File: src/rtl/adc_trig_pkg.sv
package adc_trig_pkg;
  localparam int MODE_W = 3;
  typedef enum logic [MODE_W-1:0] {
    TM_NONE   = 3'd0,
    TM_RISE   = 3'd1,
    TM_FALL   = 3'd2,
    TM_ANY    = 3'd3,
    TM_PEN    = 3'd4,
    TM_PERIOD = 3'd5,
    TM_CONT   = 3'd6,
    TM_RSVD   = 3'd7
  } trig_mode_e;
endpackage

File: src/rtl/adc_trig_edge.sv
module adc_trig_edge #(
  parameter int STAGES = 2
) (
  input  logic clk_i,
  input  logic rst_ni,
  input  logic pin_i,
  output logic rise_o,
  output logic fall_o
);
  logic [STAGES-1:0] sync_q;
  logic              prev_q;

  always_ff @(posedge clk_i or negedge rst_ni) begin
    if (!rst_ni) sync_q[0] <= 1'b0;
    else         sync_q[0] <= pin_i;
  end

  for (genvar s = 1; s < STAGES; s++) begin : g_sync
    always_ff @(posedge clk_i or negedge rst_ni) begin
      if (!rst_ni) sync_q[s] <= 1'b0;
      else         sync_q[s] <= sync_q[s-1];
    end
  end

  always_ff @(posedge clk_i or negedge rst_ni) begin
    if (!rst_ni) prev_q <= 1'b0;
    else         prev_q <= sync_q[STAGES-1];
  end

  assign rise_o =  sync_q[STAGES-1] & ~prev_q;
  assign fall_o = ~sync_q[STAGES-1] &  prev_q;
endmodule

File: src/rtl/adc_trig_period.sv
module adc_trig_period #(
  parameter int PER_W = 16
) (
  input  logic             clk_i,
  input  logic             rst_ni,
  input  logic             en_i,
  input  logic [PER_W-1:0] period_i,
  output logic             tick_o
);
  logic [PER_W-1:0] cnt_q;
  logic             zero;

  assign zero   = (cnt_q == '0);
  assign tick_o = en_i & zero;

  // reload while idle so the first tick comes period_i cycles after enable
  always_ff @(posedge clk_i or negedge rst_ni) begin
    if (!rst_ni)            cnt_q <= '0;
    else if (!en_i || zero) cnt_q <= period_i;
    else                    cnt_q <= cnt_q - PER_W'(1);
  end

  AST_PER_RELOAD: assert property (@(posedge clk_i) disable iff (!rst_ni)
    (cnt_q == '0) |=> (cnt_q == $past(period_i)));
  AST_PER_COUNT: assert property (@(posedge clk_i) disable iff (!rst_ni)
    (en_i && cnt_q != '0) |=> (cnt_q == $past(cnt_q) - PER_W'(1)));
endmodule

File: src/rtl/adc_trig_sel.sv
module adc_trig_sel
  import adc_trig_pkg::*;
#(
  parameter int PER_W       = 16,
  parameter int SYNC_STAGES = 2
) (
  input  logic              clk_i,
  input  logic              rst_ni,
  input  logic              ext_trig_i,
  input  logic              pen_det_i,
  input  logic              pen_en_i,
  input  logic              seq_done_i,
  input  logic [MODE_W-1:0] mode_i,
  input  logic [PER_W-1:0]  period_i,
  input  logic              start_wr_i,
  output logic              start_o
);
  trig_mode_e mode;
  logic ext_rise, ext_fall, per_tick, pen_evt;
  logic pen_prev_q, busy_q, start_q;
  logic hw_trig, accept, start_d;

  assign mode = trig_mode_e'(mode_i);

  adc_trig_edge #(.STAGES(SYNC_STAGES)) u_edge (
    .clk_i  (clk_i),
    .rst_ni (rst_ni),
    .pin_i  (ext_trig_i),
    .rise_o (ext_rise),
    .fall_o (ext_fall)
  );

  adc_trig_period #(.PER_W(PER_W)) u_per (
    .clk_i    (clk_i),
    .rst_ni   (rst_ni),
    .en_i     (mode == TM_PERIOD),
    .period_i (period_i),
    .tick_o   (per_tick)
  );

  assign pen_evt = pen_en_i & pen_det_i & ~pen_prev_q;

  always_comb begin
    unique case (mode)
      TM_RISE:   hw_trig = ext_rise;
      TM_FALL:   hw_trig = ext_fall;
      TM_ANY:    hw_trig = ext_rise | ext_fall;
      TM_PEN:    hw_trig = pen_evt;
      TM_PERIOD: hw_trig = per_tick;
      TM_CONT:   hw_trig = seq_done_i;
      default:   hw_trig = 1'b0;
    endcase
  end

  // a done in the same cycle frees the sequencer for a new start
  assign accept  = ~busy_q | seq_done_i;
  assign start_d = (hw_trig | start_wr_i) & accept;

  always_ff @(posedge clk_i or negedge rst_ni) begin
    if (!rst_ni) begin
      pen_prev_q <= 1'b0;
      busy_q     <= 1'b0;
      start_q    <= 1'b0;
    end else begin
      pen_prev_q <= pen_det_i;
      busy_q     <= (busy_q & ~seq_done_i) | start_d;
      start_q    <= start_d;
    end
  end

  assign start_o = start_q;

  AST_BUSY_DROP: assert property (@(posedge clk_i) disable iff (!rst_ni)
    (busy_q && !seq_done_i) |=> !start_o);
  AST_SW_START: assert property (@(posedge clk_i) disable iff (!rst_ni)
    (start_wr_i && !busy_q) |=> start_o);
  AST_CONT_RESTART: assert property (@(posedge clk_i) disable iff (!rst_ni)
    (mode_i == 3'd6 && seq_done_i) |=> start_o);
  AST_NONE_QUIET: assert property (@(posedge clk_i) disable iff (!rst_ni)
    (mode_i == 3'd0 && !start_wr_i) |=> !start_o);
  AST_RESET_IDLE: assert property (@(posedge clk_i)
    !rst_ni |-> !start_o);
endmodule

File: config.mk
export PLATFORM = sky130hd
export DESIGN_NAME = adc_trig_sel
export DESIGN_NICKNAME = d
export VERILOG_FILES = /design/src/rtl/adc_trig_pkg.sv /design/src/rtl/adc_trig_edge.sv /design/src/rtl/adc_trig_period.sv /design/src/rtl/adc_trig_sel.sv
export SDC_FILE = /design/constraint.sdc
export NUM_CORES = 1
export LEC_CHECK = 0
export BUFFER_PORTS_ARGS = -buffer_cell sky130_fd_sc_hd__buf_2
export CAP_MARGIN = 20
export CORE_MARGIN = 10
export CORE_UTILIZATION = 53
export DETAILED_ROUTE_END_ITERATION = 10
export GPL_ROUTABILITY_DRIVEN = 0
export PLACE_DENSITY_LB_ADDON = 0.1
export SLEW_MARGIN = 20
export SYNTH_ARGS = -nofsm -noshare
export SYNTH_HDL_FRONTEND = slang
export SYNTH_SLANG_ARGS = --single-unit
File: constraint.sdc
create_clock -name clk_i -period 2.57 [get_ports clk_i]
set_clock_uncertainty 0.15 [all_clocks]
set_input_delay 0.3855 -clock clk_i [delete_from_list [all_inputs] [get_ports clk_i]]
set_output_delay 0.3855 -clock clk_i [all_outputs]
set_load 0.03 [all_outputs]
==> flow_summary.toml, run 1 <==
[timing]
finalCritPeriodShare_pct = 78.2
rsz0062_at_grt = "false"
worst_pin_slew_ns = 0.470
finalHoldViolCount = 0
final.setup.tns_ns = 0
fmax_mhz = 498
drv_slew = 0
setup-violations-final = 0
worst_slack_ns = 0.561
fin_crit_ns = 2.01
slew_headroom_pct = 68.7

[route]
routed_wirelength_mm = 2.38
vias = 914
drt_pass1_iterations = 2
routedWlPerCell_microns = 13.4
route.antenna.remaining_nets = 0
drt-initial-drc-count = 41
viasPerCell = 5.13
post-route-drc-count = 0

[cells_and_area]
final_cell_mix = "buf_2 (26), dfrtp_1 (22), nand2_1 (19), o21ai_2 (15), nor2_1 (10)"
layout_commonest_cell = "buf_2"
final_area_sq_um = 1430
fin_util_pct = 64.4
drive_gt1_share_pct = 33.3
num_antenna_cells = 0
final_nets = 182
area_growth_pct = 14.8

[synth]
postSynthCellCount = 122
ys_seq_elements = 22
ys_types = 28
syn-num-nets = 152
synth-compound-area-share_pct = 16.4
yosys.area_share.simple_pct = 22.8
synth_top_family_by_area = "simple AND/OR/NAND/NOR gates"
yosys.area_share.xor_xnor_pct = 8.47
synthAdderAreaFrac_pct = 4.03
synth_area_sq_um = 1240
syn_avg_cell_area_sq_um = 10.2
muxShareOfSynthArea_pct = 0
yosysSeqAreaShare_pct = 44.4
synth-warning-count = 0

[global_routing]
groute.usage.overall_pct = 11.2
gr-total-overflow = 0
grt_max_degree = 33
grt_pass1_wl_mm = 4.00
antenna_found_initial = 0
grt_pass1_vias = 949

[floorplan]
die_area_sq_um = 4680
io_pins = 27
die_w_microns = 68.4
core-area_sq_um = 2210
rows = 17
die_h_microns = 68.4
initial_core_util_pct = 56.1

[hold_path]
min_path_type = "input port to flop"

[setup_path]
endpoint_kind = "flop"
critPathKind = "flop to flop"
crit_required_ns = 2.64
cp.arrival_ns = 2.08
cp_max_fo = 32
cp-start-kind = "flop"

[power]
powerDensity_nw_per_um2 = 476
ir_drop_v = 0.000320
p_leak_nw = 0.637
finalPower_mw = 0.678

[cts]
clkTransAtPathRegs_ns = 0.12
clk_latency_ns = 0.32
cts.path.max_buffers = 2
cts_tree = "built"
htreeDepth = 1
cts_resized = 0
cts.sinks = 22
root_buffer = "clkbuf_4"
cts_made_buffers = 3

[placement]
port_buffers = 26
dp_slack_ns = 0.554
dpl-instance-area_sq_um = 1390
hpwl_mm = 1.88

[status]
status = "finished clean"

[flow_run]
maxCapViolations = 0
sequential cells by signal (all words and copies together) (netlist names):
register and cells:
busy_q 1, u_per.cnt_q 16, u_edge.prev_q 1, start_o 1
pen_prev_q 1, u_edge.sync_q 2
per-layer routing:
metal	share of wire [%]	global-route usage, %	routed length [microns]	up-vias
li1	-	-	-	475
met1	42	13.0	1010	414
met2	47	17.2	1130	20
met3	7.6	3.43	182	5
met4	2.5	8.04	59	0
met5	0	0	0	-
kinds of logic after synthesis:
family	Yosys count
AO/OA/AOI/OAI	25
XOR/XNOR	12
adder cells (fa/ha/maj)	4
buffers and inverters	7
flip-flops	22
AND/OR/NAND/NOR	52
layout make-up:
cell class	count	area [sq um]
Fill cell	193	787
Multi-Input combinational cell	93	642
Sequential cell	22	551
Timing Repair Buffer	28	160
Tap cell	28	35.0
Clock buffer	3	22.5
Inverter	4	15.0
where the power goes:
group / switching, mW / internal (mW) / total (mW)
Clock: 0.105 / 0.0550 / 0.160
Sequential: 0.0249 / 0.371 / 0.396
Combinational: 0.0642 / 0.0576 / 0.122
worst max-delay path, cell delays in order (launching register included):
cell and delay, ns:
dfrtp_1 0.46, nor4_4 0.39, nand3b_2 0.17, o31ai_4 0.30, buf_12 0.23, a21oi_1 0.06, a21o_1 0.15
repair_timing:
action | CTS | global route
setup endpoints to repair | 0 | 0
setup buffers | 0 | 0
hold buffers | 1 | 0
hold endpoints to repair | 22 | 0
per-stage QoR:
stage               hold slack [ns]  instances
floorplan                   -0.0601        122
global placement              0.184        174
detailed placement            0.205        174
CTS                          0.0183        178
global route                 0.0125        178
finish                       0.0222        178
final timing paths:
kind	start	end	slack [ns]	cells after the start
setup / recovery	u_per.cnt_q[4]	u_per.cnt_q[5]	0.56	6
hold / removal	ext_trig_i	u_edge.sync_q[0]	0.02	1
setup reg to reg	u_per.cnt_q[4]	u_per.cnt_q[5]	0.56	6
hold reg to reg	u_edge.sync_q[0]	u_edge.sync_q[1]	0.22	0
max in group asynchronous	rst_ni	u_per.cnt_q[2]	1.56	2
min in group asynchronous	rst_ni	u_per.cnt_q[0]	0.39	2
cells in the mapped netlist:
library cell,number,area (sq um)
or3_1,3,18.8
nor2_1,10,37.5
nor4_4,1,21.3
nand3b_1,2,15.0
nor4bb_1,1,10.0
o31ai_4,1,21.3
xor2_1,4,35.0
nand2_2,1,6.26
nand2b_1,1,6.26
a21o_1,1,7.51
inv_1,4,15.0
nand2_1,19,71.3
nand3_1,2,10.0
dfrtp_1,22,551
or2b_1,1,7.51
nand3b_2,1,11.3
o21ai_2,15,131
o31a_1,1,8.76
xnor2_1,8,70.1
nor3_1,3,15.0
nor4_1,2,12.5
o21ai_0,1,5.00
nor4_2,1,12.5
nor2b_1,3,18.8
ha_1,4,50.1
buf_6,3,33.8
and3b_1,1,8.76
a21oi_1,6,30.0
(Power assumes the default switching activity.)
==> run 2, diff against run 1 <==
Settings changed: CORE_UTILIZATION 53 to 48.
Clock period 2.57 ns to 1.7 ns, I/O delays scaled along.
==> run 2 against run 1 <==
The run now ends with setup timing left. Wire length is 39% higher. Maximum frequency is 7.5% higher. Sequential share of layout area is 9.3 points lower. Largest cell class unchanged. Register-to-register slack worse by 0.73 ns. Total power is 66% higher. Via count is 19% higher. Critical endpoint is now u_per.cnt_q[10]. Critical path depth stayed put. Non-clock buffer count is 40 higher.
==> flow_summary.toml, run 2 (synthesized netlist as in run 1, its figures left out) <==
[status]
status = "finished with violations"
violations = "setup timing"

[timing]
worst_slack_ns = -0.170
final.setup.tns_ns = -2.06
slew_headroom_pct = 65.7
drv_slew = 0
finalHoldViolCount = 0
rsz0062_at_grt = "true"
worst_pin_slew_ns = 0.514
setup-violations-final = 16
whs_ns = 0.0104
fin_crit_ns = 1.87
finalCritPeriodShare_pct = 110
fmax_mhz = 535

[setup_path]
endpoint_kind = "flop"
cp_max_fo = 2
critPathKind = "flop to flop"
r2r_slack_ns = -0.17
reg2reg_depth = 6
r2r-end = "u_per.cnt_q[10]"
crit_required_ns = 1.79
cp-start-kind = "flop"
r2r-start = "u_per.cnt_q[4]"
cp.arrival_ns = 1.96

[route]
viasPerCell = 4.94
routedWlPerCell_microns = 15.1
routed_wirelength_mm = 3.31
route.antenna.remaining_nets = 0
vias = 1087
drt_pass1_iterations = 4
post-route-drc-count = 0
drt-initial-drc-count = 44

[global_routing]
grt_pass1_wl_mm = 5.53
groute.usage.overall_pct = 13.2
use_met1_pct = 13.7
antenna_found_initial = 0
gr-total-overflow = 0
grtUsageMet2_pct = 23.8
grt_max_degree = 23
met3_usage_pct = 5.16
grt_pass1_vias = 1254
busiest_layer = "met2"

[floorplan]
die_area_sq_um = 5020
rows = 18
io_pins = 27
die_w_microns = 70.9
initial_core_util_pct = 50.1
die_h_microns = 70.9
core-area_sq_um = 2480

[cells_and_area]
layout_commonest_cell = "buf_2"
nFillCells = 189
regMostFlops = "u_per.cnt_q"
top_regs = "u_per.cnt_q (16), u_edge.sync_q (2)"
final_cell_mix = "buf_2 (26), dfrtp_1 (22), buf_4 (18), dlygate4sd3_1 (17), o21ai_2 (15)"
largest_reg_flops = 16
num_antenna_cells = 0
final_nets = 222
area.sequential_sq_um = 551
area_growth_pct = 51.2
drive_gt1_share_pct = 48.9
multi_input_area_sq_um = 733
fin_util_pct = 75.8

[cts]
cts.path.max_buffers = 2
clk_latency_ns = 0.30
htreeDepth = 1
cts_made_buffers = 3
root_buffer = "clkbuf_4"
cts.sinks = 22
cts_tree = "built"
clkTransAtPathRegs_ns = 0.12

[power]
ir_drop_v = 0.000456
p_leak_nw = 0.863
finalPower_mw = 1.12
powerDensity_nw_per_um2 = 599

[hold_path]
hp-start = "period_i[2]"
min_path_type = "input port to flop"
min_to = "u_per.cnt_q[2]"
worst_hold_path.num_cells = 3

[placement]
hpwl_mm = 2.18
port_buffers = 26
dp_slack_ns = -0.176

[flow_run]
maxCapViolations = 0
[run 2: cell types whose count changed in the layout (fill, tap and decap cells not counted), sizes merged]
| cell | before | now |
|---|---|---|
| buf | 27 | 51 |
| dlygate4sd3 | 1 | 17 |
[run 2: layout make-up]
| class | count | share of cell area, % |
|---|---|---|
| clock buffers | 3 | 1.20 |
| multi-input cells | 93 | 39.1 |
| inverters | 4 | 0.800 |
| well taps | 30 | 2.00 |
| flip-flops and latches | 22 | 29.3 |
| repair buffers | 68 | 27.6 |
[run 2: repair_timing]
item,in CTS,in global routing
cloned,2,0
setup endpoints to repair,17,18
setup buffers,2,4
endpoints found under the hold margin,36,2
gates resized for setup,5,27
hold buffers,15,2
pin swaps,2,10
[run 2: layer usage]
layer  wire (microns)  vias up
met5                0        -
met4               55        0
met3              172        6
met2             1790       22
met1             1290      508
li1                 -      551
[run 2: how the worst max path moves through the flow]
stage	cells past startpoint	to	slack, ns	start
4_1_cts	6	u_per.cnt_q[2]	-0.18	u_per.cnt_q[4]
6_report	6	u_per.cnt_q[10]	-0.17	u_per.cnt_q[4]
2_1_floorplan	5	u_per.cnt_q[10]	-0.04	u_per.cnt_q[4]
5_1_grt	7	u_per.cnt_q[0]	-0.25	u_per.cnt_q[4]
3_3_place_gp	6	u_per.cnt_q[15]	-0.14	u_per.cnt_q[4]
3_5_place_dp	6	u_per.cnt_q[15]	-0.18	u_per.cnt_q[4]
[run 2: per-stage QoR]
step,area (sq um),std cells
5_1_grt,1880,220
3_5_place_dp,1510,193
4_1_cts,1730,215
6_report,1880,220
3_3_place_gp,1510,193
2_1_floorplan,1240,122
[run 2: report_power, final]
| part | total, mW | switching (mW) | internal (mW) |
|---|---|---|---|
| logic | 0.294 | 0.138 | 0.156 |
| registers | 0.598 | 0.0369 | 0.561 |
| clock network | 0.233 | 0.150 | 0.0827 |
| total | 1.12 | 0.325 | 0.800 |
[run 2: critical path, cell delays in order, from the launching register on]
cell,delay [ns]
dfrtp_1,0.43
nor4_4,0.39
buf_4,0.18
nand2_2,0.05
or3_4,0.34
xor2_2,0.15
o21ai_2,0.10
==> run 3, diff against run 2 <==
Settings changed: ABC_AREA set to 1, CORE_UTILIZATION 48 to 49.
==> run 3 against run 2 <==
The flow now finishes without violations. Via count rose by 16%. Sequential share of layout area down 0.91 points. Die area up 5.2%. Clock power increased by 31%. Register-to-register slack improved by 0.20 ns. Critical path depth grew 5. Design area up 3.2%. First-iteration DRC count up 18%. Wire length fell by 3.7%. Sequential power about the same. Total power increased by 5.9%. Utilization decreased by 4.3 points. Critical path type unchanged. Critical endpoint is now u_per.cnt_q[5].
==> flow_summary.toml, run 3 <==
[status]
status = "finished clean"

[global_routing]
gr-total-overflow = 0
antenna_found_initial = 0
grt_max_degree = 23
grt_pass1_wl_mm = 5.24
grt_pass1_vias = 1246
groute.usage.overall_pct = 12.1

[synth]
ys_seq_elements = 22
synth-warning-count = 0
synth_area_sq_um = 1360
postSynthCellCount = 184
synth_commonest_cells = "nand2_1 (67), nor2_1 (27), dfrtp_1 (22)"
synth_area_leaders = "dfrtp_1 (40%), nand2_1 (18%), nor2_1 (7.5%)"
yosysTopAreaCell = "dfrtp_1"
syn_avg_cell_area_sq_um = 7.39
yosysSeqAreaShare_pct = 40.5
synth_most_common_cell = "nand2_1"
synth_top_area_share_pct = 40.5
async_flop_share_pct = 100
synth-edff-count = 0
ys_types = 22
syn-num-nets = 214
ys.flop_type = "dfrtp_1"

[route]
drt_pass1_iterations = 4
drt-initial-drc-count = 52
vias = 1265
post-route-drc-count = 0
routed_wirelength_mm = 3.19
route.antenna.remaining_nets = 0
routedWlPerCell_microns = 11.7
viasPerCell = 4.63

[cells_and_area]
final_area_sq_um = 1940
multi_input_area_sq_um = 790
area_growth_pct = 42.4
largest_reg_flops = 16
layout.cells.non_filler = 273
top_regs = "u_per.cnt_q (16), u_edge.sync_q (2)"
fin_util_pct = 71.5
final_cell_mix = "nand2_1 (53), buf_2 (26), nor2_1 (24), dfrtp_1 (22), dlygate4sd3_1 (20)"
area.sequential_sq_um = 551
final_nets = 273
nFillCells = 239
num_antenna_cells = 0
regMostFlops = "u_per.cnt_q"
drive_gt1_share_pct = 33.9
layout_commonest_cell = "nand2_1"

[floorplan]
io_pins = 27
rows = 19
die_h_microns = 72.7
initial_core_util_pct = 50.2
core-area_sq_um = 2710
die_area_sq_um = 5280
die_w_microns = 72.7

[timing]
final.setup.tns_ns = 0
slew_headroom_pct = 66.6
whs_ns = 0.0362
fin_crit_ns = 1.67
drv_slew = 0
worst_pin_slew_ns = 0.502
worst_slack_ns = 0.0277
finalCritPeriodShare_pct = 98.4
finalHoldViolCount = 0
fmax_mhz = 598
setup-violations-final = 0
rsz0062_at_grt = "true"

[setup_path]
cp.arrival_ns = 1.75
cp_max_fo = 6
endpoint_kind = "flop"
cp-start-kind = "flop"
crit_required_ns = 1.78
critPathKind = "flop to flop"

[power]
ir_drop_v = 0.000522
internal-power_mw = 0.831
powerDensity_nw_per_um2 = 615
p_sw_share_pct = 30.2
power_frac_seq_pct = 50.2
power.switching_mw = 0.359
p_leak_nw = 1.01
combPwrFrac_pct = 24.1
finalPower_mw = 1.19
power_frac_clock_pct = 25.7

[cts]
cts_tree = "built"
cts_made_buffers = 3
root_buffer = "clkbuf_4"
cts.sinks = 22
htreeDepth = 1
clkTransAtPathRegs_ns = 0.13
clk_latency_ns = 0.32
cts.path.max_buffers = 2

[flow_run]
maxCapViolations = 0

[placement]
hpwl_mm = 2.21
port_buffers = 26
dp_slack_ns = -0.0346
dpl.cell_count = 242
dpl-instance-area_sq_um = 1520

[hold_path]
min_path_type = "input port to flop"
## run 3: cell count changes in the layout (fill, tap and decap cells not counted), moves of 6 or more
cell	change
nor2_1	+15
o21ai_2	-15
buf_4	-10
nand2_1	+44
buf_6	-6
inv_1	+12
nand2_4	+6
nand2_2	+8
## run 3: layout make-up
cell class | count | area share, %
multi-input cells | 139 | 40.8
flip-flops and latches | 22 | 28.4
repair buffers | 56 | 22.5
inverters | 21 | 4.46
well taps | 31 | 2.00
clock buffers | 4 | 1.87
## run 3: metal layers
layer  wire, microns  track usage (%)  up-vias
met5               0                0        -
met4              38             5.49        0
met3             175             3.13        3
met2            1520             20.7       25
met1            1460             13.8      566
li1                -                -      671
## run 3: critical path: stages, from the launching register on
cell,delay [ns]
dfrtp_1,0.42
inv_2,0.10
ha_4,0.13
inv_2,0.03
nor2_2,0.08
nand2_2,0.06
nor2_2,0.09
and2_4,0.18
nor2_8,0.07
clkbuf_16,0.17
nand2_2,0.05
nand2_1,0.05
## run 3: power by group through the flow
stage | sequential [mW] | combinational (mW) | clock, mW
finish | 0.597 | 0.287 | 0.306
detailed placement | 0.604 | 0.203 | 0
CTS | 0.594 | 0.246 | 0.315
floorplan | 0.601 | 0.130 | 0
global placement | 0.603 | 0.195 | 0
global route | 0.601 | 0.323 | 0.330
## run 3: final timing paths
check	start	endpoint	slack, ns	cells after the start
worst min-delay path	seq_done_i	busy_q	0.04	4
worst min register to register	u_edge.sync_q[0]	u_edge.sync_q[1]	0.21	0
worst max-delay path	u_per.cnt_q[0]	u_per.cnt_q[5]	0.03	11
max in group asynchronous	rst_ni	u_per.cnt_q[6]	0.80	2
min in group asynchronous	rst_ni	pen_prev_q	0.26	2
worst max register to register	u_per.cnt_q[0]	u_per.cnt_q[5]	0.03	11
## run 3: what timing repair did
| action | 4_1_cts | 5_1_grt |
|---|---|---|
| hold endpoints to repair | 41 | 0 |
| endpoints found under the setup margin | 16 | 16 |
| hold buffers | 20 | 0 |
| buffers inserted | 3 | 3 |
| resized for setup | 1 | 29 |
| pin swaps | 1 | 4 |
| cloned | 0 | 1 |
## run 3: cells by family after synthesis
group	after synthesis	synth area share, %
compound gates	4	1.66
xor+xnor	10	6.44
fa+ha+maj	4	3.68
buf+inv	23	8.65
flops	22	40.5
simple gates	121	39.1
